<file path="src/rtl/bmregs_pkg.sv">
package bmregs_pkg;

  typedef enum logic [1:0] {
    SEL_CMD  = 2'd0,
    SEL_STAT = 2'd1,
    SEL_BASE = 2'd2,
    SEL_NONE = 2'd3
  } regSel_e;

  // decoded host write strobes
  typedef struct packed {
    logic cmdWr;
    logic statWr;
    logic baseWr;
  } hostDec_t;

  // control to datapath strobes
  typedef struct packed {
    logic loadPtr;
  } ctrlStrobe_t;

endpackage

</file>
<file path="src/rtl/bm_datapath.sv">
module bm_datapath
  import bmregs_pkg::*;
#(
  parameter int DATA_W = 32,
  localparam int NBYTES = DATA_W / 8,
  localparam int OFF_W = $clog2(NBYTES)
) (
  input  logic              clk,
  input  logic              rst_n,
  input  hostDec_t          dec,
  input  ctrlStrobe_t       strb,
  input  regSel_e           sel,
  input  logic [OFF_W-1:0]  off,
  input  logic [1:0]        sizeCode,
  input  logic [DATA_W-1:0] wrData,
  input  logic              devIrqIn,
  input  logic              engErr,
  input  logic              cmdStart,
  input  logic              cmdDir,
  input  logic              active,
  output logic [DATA_W-1:0] rdData,
  output logic [DATA_W-1:0] tablePtr,
  output logic              irqFlag
);

  logic [DATA_W-1:0] baseAddr, baseNext, shiftedWr, regVal, shiftedRd;
  logic              errFlag;
  int unsigned       nBytes;
  int unsigned       offInt;

  always_comb begin
    offInt = 32'(off);
    case (sizeCode)
      2'd0:    nBytes = 1;
      2'd1:    nBytes = (NBYTES < 2) ? NBYTES : 2;
      default: nBytes = NBYTES;
    endcase
  end

  // lane-masked base address update, low two bits forced clear
  always_comb begin
    shiftedWr = wrData << (8 * offInt);
    baseNext  = baseAddr;
    for (int i = 0; i < NBYTES; i++) begin
      if (i >= offInt && i < offInt + nBytes)
        baseNext[8*i +: 8] = shiftedWr[8*i +: 8];
    end
    baseNext[1:0] = 2'b00;
  end

  always_ff @(posedge clk) begin
    if (!rst_n) begin
      baseAddr <= '0;
      tablePtr <= '0;
      irqFlag  <= 1'b0;
      errFlag  <= 1'b0;
    end else begin
      if (dec.baseWr) baseAddr <= baseNext;
      if (strb.loadPtr) tablePtr <= baseAddr;
      irqFlag <= devIrqIn | (irqFlag & ~(dec.statWr & wrData[2]));
      errFlag <= engErr   | (errFlag & ~(dec.statWr & wrData[1]));
    end
  end

  // read mux: shift by offset, mask to width
  always_comb begin
    case (sel)
      SEL_CMD:  regVal = DATA_W'({4'b0, cmdDir, 2'b0, cmdStart});
      SEL_STAT: regVal = DATA_W'({5'b0, irqFlag, errFlag, active});
      SEL_BASE: regVal = baseAddr;
      default:  regVal = '0;
    endcase
    shiftedRd = regVal >> (8 * offInt);
    rdData    = '0;
    for (int i = 0; i < NBYTES; i++) begin
      if (i < nBytes) rdData[8*i +: 8] = shiftedRd[8*i +: 8];
    end
  end

endmodule

</file>
<file path="src/rtl/bm_ctrl.sv">
module bm_ctrl
  import bmregs_pkg::*;
(
  input  logic        clk,
  input  logic        rst_n,
  input  hostDec_t    dec,
  input  logic [7:0]  wrByte,
  input  logic        engXferBusy,
  input  logic        engDone,
  output ctrlStrobe_t strb,
  output logic        startReq,
  output logic        stopReq,
  output logic        cmdStart,
  output logic        cmdDir,
  output logic        active
);

  logic startRise, startFall, stopPend, stopNow;

  always_comb begin
    startRise    = dec.cmdWr & wrByte[0] & ~cmdStart;
    startFall    = dec.cmdWr & ~wrByte[0] & cmdStart;
    stopNow      = (startFall & active & ~engXferBusy)
                 | (stopPend & ~engXferBusy & ~startRise);
    strb.loadPtr = startRise;
  end

  always_ff @(posedge clk) begin
    if (!rst_n) begin
      cmdStart <= 1'b0;
      cmdDir   <= 1'b0;
      active   <= 1'b0;
      stopPend <= 1'b0;
      startReq <= 1'b0;
      stopReq  <= 1'b0;
    end else begin
      if (dec.cmdWr) begin
        cmdStart <= wrByte[0];
        cmdDir   <= wrByte[3];
      end
      startReq <= startRise & ~active;
      stopReq  <= stopNow;

      if (startRise | engDone)                   stopPend <= 1'b0;
      else if (startFall & active & engXferBusy) stopPend <= 1'b1;
      else if (stopNow)                          stopPend <= 1'b0;

      if (startRise & ~active)     active <= 1'b1;
      else if (engDone | stopNow)  active <= 1'b0;
    end
  end

endmodule

</file>
<file path="src/rtl/busmaster_dma_regs.sv">
module busmaster_dma_regs
  import bmregs_pkg::*;
#(
  parameter int DATA_W = 32,
  localparam int NBYTES = DATA_W / 8,
  localparam int OFF_W = $clog2(NBYTES)
) (
  input  logic              clk,
  input  logic              rst_n,
  input  logic              hostWe,
  input  logic [1:0]        hostSel,
  input  logic [OFF_W-1:0]  hostOff,
  input  logic [1:0]        hostSize,
  input  logic [DATA_W-1:0] hostWrData,
  output logic [DATA_W-1:0] hostRdData,
  input  logic              engXferBusy,
  input  logic              engDone,
  input  logic              engErr,
  input  logic              devIrqIn,
  output logic              irqOut,
  output logic              startReq,
  output logic              stopReq,
  output logic              dirOut,
  output logic              activeOut,
  output logic [DATA_W-1:0] curTablePtr
);

  regSel_e     sel;
  hostDec_t    dec;
  ctrlStrobe_t strb;
  logic        cmdStart, irqFlag;

  always_comb begin
    sel        = regSel_e'(hostSel);
    dec.cmdWr  = hostWe & (sel == SEL_CMD)  & (hostOff == '0);
    dec.statWr = hostWe & (sel == SEL_STAT) & (hostOff == '0);
    dec.baseWr = hostWe & (sel == SEL_BASE);
    irqOut     = devIrqIn;
  end

  bm_ctrl u_ctrl (
    .clk         (clk),
    .rst_n       (rst_n),
    .dec         (dec),
    .wrByte      (hostWrData[7:0]),
    .engXferBusy (engXferBusy),
    .engDone     (engDone),
    .strb        (strb),
    .startReq    (startReq),
    .stopReq     (stopReq),
    .cmdStart    (cmdStart),
    .cmdDir      (dirOut),
    .active      (activeOut)
  );

  bm_datapath #(.DATA_W(DATA_W)) u_dp (
    .clk      (clk),
    .rst_n    (rst_n),
    .dec      (dec),
    .strb     (strb),
    .sel      (sel),
    .off      (hostOff),
    .sizeCode (hostSize),
    .wrData   (hostWrData),
    .devIrqIn (devIrqIn),
    .engErr   (engErr),
    .cmdStart (cmdStart),
    .cmdDir   (dirOut),
    .active   (activeOut),
    .rdData   (hostRdData),
    .tablePtr (curTablePtr),
    .irqFlag  (irqFlag)
  );

endmodule

</file>
<file path="config.mk">
export PLATFORM = sky130hd
export DESIGN_NAME = busmaster_dma_regs
export DESIGN_NICKNAME = d
export VERILOG_FILES = /design/src/rtl/bmregs_pkg.sv /design/src/rtl/bm_datapath.sv /design/src/rtl/bm_ctrl.sv /design/src/rtl/busmaster_dma_regs.sv
export SDC_FILE = /design/constraint.sdc
export NUM_CORES = 1
export LEC_CHECK = 0
export ABC_AREA = 1
export BUFFER_PORTS_ARGS = -buffer_cell sky130_fd_sc_hd__buf_2
export CELL_PAD_IN_SITES_DETAIL_PLACEMENT = 2
export CELL_PAD_IN_SITES_GLOBAL_PLACEMENT = 2
export CORE_MARGIN = 2
export CORE_UTILIZATION = 27
export DETAILED_ROUTE_END_ITERATION = 10
export PLACE_DENSITY_LB_ADDON = 0.1
export SYNTH_ARGS = -nofsm -noshare
export SYNTH_HDL_FRONTEND = slang
export SYNTH_SLANG_ARGS = --single-unit
</file>
<file path="constraint.sdc">
create_clock -name clk -period 3.1 [get_ports clk]
set_clock_uncertainty 0.1 [all_clocks]
set_input_delay 0.775 -clock clk [delete_from_list [all_inputs] [get_ports clk]]
set_output_delay 0.775 -clock clk [all_outputs]
set_load 0.05 [all_outputs]
</file>
==> results of run 1 <==
-- synth_stat cells, drive strengths merged, types with 2 or more instances --
| master | n |
|---|---|
| dfxtp | 68 |
| nand3 | 54 |
| o21ai | 58 |
| nor2 | 145 |
| o21a | 4 |
| nor3 | 5 |
| clkbuf | 15 |
| ha | 3 |
| or2 | 2 |
| nand2 | 157 |
| buf | 26 |
| o211ai | 7 |
| a21oi | 38 |
| clkinv | 3 |
| inv | 49 |
-- power by group --
part | total (uW) | switching [uW] | internal [uW]
combinational | 509 | 351 | 157
clock | 1260 | 431 | 833
sequential | 921 | 24.5 | 896
total | 2690 | 807 | 1890
-- what timing repair did --
item                       4_1_cts  5_1_grt
buffers inserted                 0        0
setup endpoints to repair        7        5
hold buffers                     0        0
gates resized for setup          8        6
hold endpoints to repair         0        0
-- routing by layer --
layer	wire length (um)	vias to the layer above	global-route usage	part of all wire
met2	8590	97	0.389	0.48
li1	-	2246	-	-
met3	580	16	0.0227	0.033
met5	0	-	0	0
met4	277	0	0.0712	0.016
met1	8380	2269	0.310	0.47
-- through the flow --
step                hold WS, ns  instance area [um2]  cells   util
detailed placement        0.381                 4830    924  0.335
CTS                       0.394                 5210    940  0.361
global placement          0.361                 4830    924  0.335
floorplan                 0.350                 3980    640      -
global route              0.420                 5220    940  0.362
finish                    0.385                 5220    940  0.362
-- final timing paths --
path,from,to,slack (ns),depth (start not counted)
worst min-delay path,u_dp.tablePtr[31],u_dp.tablePtr[31],0.39,2
worst max register to register,u_ctrl.cmdStart,u_dp.tablePtr[6],1.65,5
worst min register to register,u_dp.tablePtr[31],u_dp.tablePtr[31],0.39,2
worst max-delay path,hostOff[0],hostRdData[8],0.07,8
-- logic make-up after synthesis --
family | after synthesis | synth area share
compound gates | 110 | 0.154
fa+ha+maj | 4 | 0.0145
buf+inv | 93 | 0.106
flops | 68 | 0.344
other cells | 1 | 0.000947
simple gates | 363 | 0.381
-- final cells by class --
type,instances,area (um2),area share
inverters,52,196,0.0376
repair buffers,141,872,0.167
multi-input cells,479,2200,0.422
well taps,184,230,0.0441
clock inverters,5,106,0.0204
flip-flops and latches,68,1360,0.261
clock buffers,11,253,0.0484
-- critical path: cells and delay by family --
| family | cells | cell delay [ns] |
|---|---|---|
| AOI/OAI and AO/OA | 2 | 0.16 |
| buffers and inverters | 4 | 0.91 |
| and+or+nand+nor | 2 | 0.29 |
-- placed cells by master, fill, tap and decap left out, types with 5 or more instances in the layout --
cell type,Yosys,routed
nand3_1,52,52
buf_2,14,101
inv_1,48,48
nor2_1,141,141
buf_4,5,31
dfxtp_1,68,68
clkbuf_16,0,9
nand2_1,155,155
o21ai_0,58,56
buf_12,0,5
a21oi_1,37,36
o211ai_1,7,7
-- flip-flops by register name (all words and copies together) (netlist names) --
signal,flops
u_dp.irqFlag,1
u_ctrl.stopPend,1
u_ctrl.active,1
u_dp.errFlag,1
u_ctrl.cmdDir,1
u_dp.tablePtr,30
u_dp.baseAddr,30
u_ctrl.startReq,1
u_ctrl.cmdStart,1
u_ctrl.stopReq,1
==> impl_metrics.yaml, run 1 <==
floorplan:
  die_x_um: 125
  rows: 44
  io_pins: 114
  fp.coreArea_mm2: 0.0144
  dieArea_mm2: 0.0157
  initial_core_util: 0.275
  die_h_um: 125
routing:
  first_pass_iters: 4
  first_iter_violations: 272
  vias: 4628
  drc_errors: 0
  post_drt_via_cell_ratio: 4.92
  drt-total-wl_mm: 17.8
  ant_nets: 0
  wl_per_cell_um: 19.0
synth:
  yosys_warnings: 0
  netlist_instances: 639
  synth_edf_count: 0
  synth-main-ff-cell: "dfxtp_1"
  syn_avg_cell_area_um2: 6.20
  synth_top_area_share: 0.344
  synth-seq-cells: 68
  synth_cell_type_count: 33
  ys_seq_area_frac: 0.344
  async_reset_ff_frac: 0
  syn_area_mm2: 0.00396
  synthTopCellsByArea: "dfxtp_1 (34%), nand2_1 (15%), nor2_1 (13%), o21ai_0 (7.3%), nand3_1 (6.6%)"
  post-synth-top-area-cell: "dfxtp_1"
clock_network:
  root_buffer: "clkbuf_16"
  insertion_delay_ns: 0.34
  clockBufferDepth: 2
  numCtsBuffers: 9
  cts_htree_levels: 3
  cts_tree: "done"
  clk_pin_slew_ns: 0.06
  clock-sinks: 68
worst_setup_path:
  worst_setup_path_start_kind: "input pin"
  slowest_delay_ns: 0.26
  arrival_ns: 2.16
  critPathCaptureType: "output port"
  cp_data_required_time_ns: 2.22
  path_class: "input pin to output port"
  cp_slowest_cell: "buf_2"
  cp_max_fo: 10
  worstPathCellList: "buf_2 -> clkinv_1 -> nor2_1 -> buf_4 -> nand2_1 -> o211ai_1 -> a21oi_1 -> buf_2"
  critPathMostFrequentCell: "buf_2"
sta:
  worstMarginPinSlew_ns: 0.658
  fin_ws_ns: 0.0679
  rsz0062_at_grt: "no"
  slew_headroom: 0.560
  post-route-period-util: 0.978
  tns_ns: 0
  hold_viol_final: 0
  final.min_clock_period_ns: 3.03
  drv_slew: 0
  finalSetupViolCount: 0
  max_freq_ghz: 0.330
grt:
  antenna_found_initial: 0
  grt_max_degree: 41
  grt_pass1_vias: 4853
  grt-ovfl-total: 0
  gr-usage-all-layers: 0.230
  grt_pass1_wl_mm: 27.9
power:
  leakagePower_uw: 0.00252
  p_per_area_mw_per_mm2: 516
  finalPower_uw: 2690
  peakVddDrop_uv: 250
worst_hold_path:
  hp-class: "register to register"
placed_design:
  routabilityCongestion: 0.866
  dpl.hpwl_mm: 14.0
  post-place-ws_ns: -0.0853
  portBuffers: 111
run_status:
  outcome: "completed"
cells_and_area:
  n_antenna_cell: 0
  nNetsFinal: 800
  fillers: 1822
  drive_gt1_frac: 0.230
  areaGrowthSynthToFinish_pct: 31.8
job:
  cap_violations: 0
Power figures use the tool's default switching activity.
==> inputs of run 2 (changes only) <==
--- a/config.mk
+++ b/config.mk
@@ -10,7 +10,7 @@
 export CELL_PAD_IN_SITES_DETAIL_PLACEMENT = 2
 export CELL_PAD_IN_SITES_GLOBAL_PLACEMENT = 2
 export CORE_MARGIN = 2
-export CORE_UTILIZATION = 27
+export CORE_UTILIZATION = 24
 export DETAILED_ROUTE_END_ITERATION = 10
 export PLACE_DENSITY_LB_ADDON = 0.1
 export SYNTH_ARGS = -nofsm -noshare
==> constraint.sdc (replaced) <==
create_clock -name clk -period 2.6 [get_ports clk]
set_clock_uncertainty 0.1 [all_clocks]
set_input_delay 0.65 -clock clk [delete_from_list [all_inputs] [get_ports clk]]
set_output_delay 0.65 -clock clk [all_outputs]
set_load 0.05 [all_outputs]
==> run 2 against run 1 <==
Effect of this change: the run now ends with setup timing left; flip-flop and latch count did not move; non-clock buffer count increased by 39; combinational power increased by 43%; final area increased by 14%; global-route usage is 1.5 points lower; die area rose by 12%; register-to-register slack lost 0.29 ns; critical path depth is 1 higher; clock-buffer cell count down 1; hold slack got worse by 0.0055 ns; sequential share of layout area decreased by 3.2 points; total power is 15% higher.
==> impl_metrics.yaml, run 2 (same netlist as run 1, synthesis figures left out) <==
job:
  cap_violations: 0
worst_setup_path:
  worst_setup_path_start_kind: "input pin"
  arrival_ns: 1.85
  cp_max_fo: 5
  path_class: "input pin to output port"
  cp_data_required_time_ns: 1.85
  critPathCaptureType: "output port"
grt:
  gr-usage-all-layers: 0.215
  grt_pass1_vias: 5135
  grt_pass1_wl_mm: 29.0
  grt-ovfl-total: 0
  grt_max_degree: 43
  antenna_found_initial: 0
sta:
  holdWs_ns: 0.380
  drv_slew: 0
  max_freq_ghz: 0.384
  fin_ws_ns: -0.000896
  tns_ns: -0.000896
  hold_viol_final: 0
  slew_headroom: 0.650
  rsz0062_at_grt: "yes"
  finalSetupViolCount: 1
  post-route-period-util: 1.00
  worstMarginPinSlew_ns: 0.519
  final.min_clock_period_ns: 2.60
placed_design:
  dpl.hpwl_mm: 14.6
  portBuffers: 111
  routabilityCongestion: 0.814
  post-place-ws_ns: -0.206
  place_area_mm2: 0.00519
  place_inst: 984
cells_and_area:
  drive_gt1_frac: 0.336
  finalNonFillerCells: 1011
  final_cell_area_mm2: 0.00594
  final_cell_mix: "nand2_1 (133), nor2_1 (127), buf_2 (77)"
  top_regs: "u_dp.baseAddr x30, u_dp.tablePtr x30"
  final_common_cell: "nand2_1"
  nNetsFinal: 839
  areaGrowthSynthToFinish_pct: 50.0
  n_antenna_cell: 0
clock_network:
  cts_tree: "done"
  clockBufferDepth: 2
  root_buffer: "clkbuf_16"
  clock-sinks: 68
  ctsHoldBuffers: 0
  cts_htree_levels: 3
  clk_pin_slew_ns: 0.06
  numCtsBuffers: 9
  insertion_delay_ns: 0.35
floorplan:
  initial_core_util: 0.247
  io_pins: 114
  dieArea_mm2: 0.0175
  fp.coreArea_mm2: 0.0160
  rows: 46
  die_x_um: 132
  die_h_um: 132
run_status:
  outcome: "finished with violations"
  violations: "setup timing"
worst_hold_path:
  hp-class: "register to register"
power:
  peakVddDrop_uv: 308
  p_per_area_mw_per_mm2: 523
  leakagePower_uw: 0.00279
routing:
  ant_nets: 0
  drt-total-wl_mm: 18.8
  first_pass_iters: 4
  drc_errors: 0
  first_iter_violations: 155
  vias: 4768
  wl_per_cell_um: 18.6
  post_drt_via_cell_ratio: 4.72
[run 2: changes by cell type in the layout (fill, tap and decap cells not counted), sizes merged]
cell / delta
inv: +1
clkbuf: -2
clkinv: +2
buf: +40
bufinv: -2
[run 2: stage by stage]
| stage | total power [uW] | util |
|---|---|---|
| after floorplan | 1510 | - |
| after global placement | 1750 | 0.325 |
| after detailed placement | 1770 | 0.325 |
| after CTS | 3100 | 0.354 |
| after global routing | 3250 | 0.371 |
| final | 3110 | 0.371 |
[run 2: repair_timing]
item                       4_1_cts  5_1_grt
buffers inserted                 2        8
gates cloned                     0        1
setup endpoints to repair       29       30
pin swaps                        6        9
resized for setup               51       63
[run 2: final cells by class]
cell class                 count  area (um2)
clock buffer                  10         239
sequential                    68        1360
clock inverter                 6        72.6
inverter                      52         201
timing repair buffer         180        1370
multi-input combinational    479        2430
fill                        1953       10100
tap                          216         270
[run 2: where the power goes]
group	total, uW	internal [uW]	switching, uW
clock	1290	777	510
combinational	726	259	467
sequential	1100	1070	27.9
[run 2: critical path, cell delays in order]
cell      delay (ns)
buf_4           0.13
nor2_4          0.15
buf_12          0.15
nand2_4         0.05
buf_6           0.11
o211ai_1        0.26
nand2_1         0.12
inv_2           0.08
buf_8           0.14
[run 2: worst paths after layout]
kind	start	endpoint	slack, ns	depth (start not counted)
setup / recovery	hostSel[0]	hostRdData[14]	-0.0009	9
hold reg to reg	u_dp.tablePtr[4]	u_dp.tablePtr[4]	0.38	2
setup reg to reg	u_ctrl.cmdStart	u_dp.tablePtr[19]	1.36	5
hold / removal	u_dp.tablePtr[4]	u_dp.tablePtr[4]	0.38	2
[run 2: per-layer routing]
layer	global-route usage	routed length, um
met5	0	0
met3	0.0341	932
met1	0.284	8350
met2	0.360	9160
met4	0.0639	350
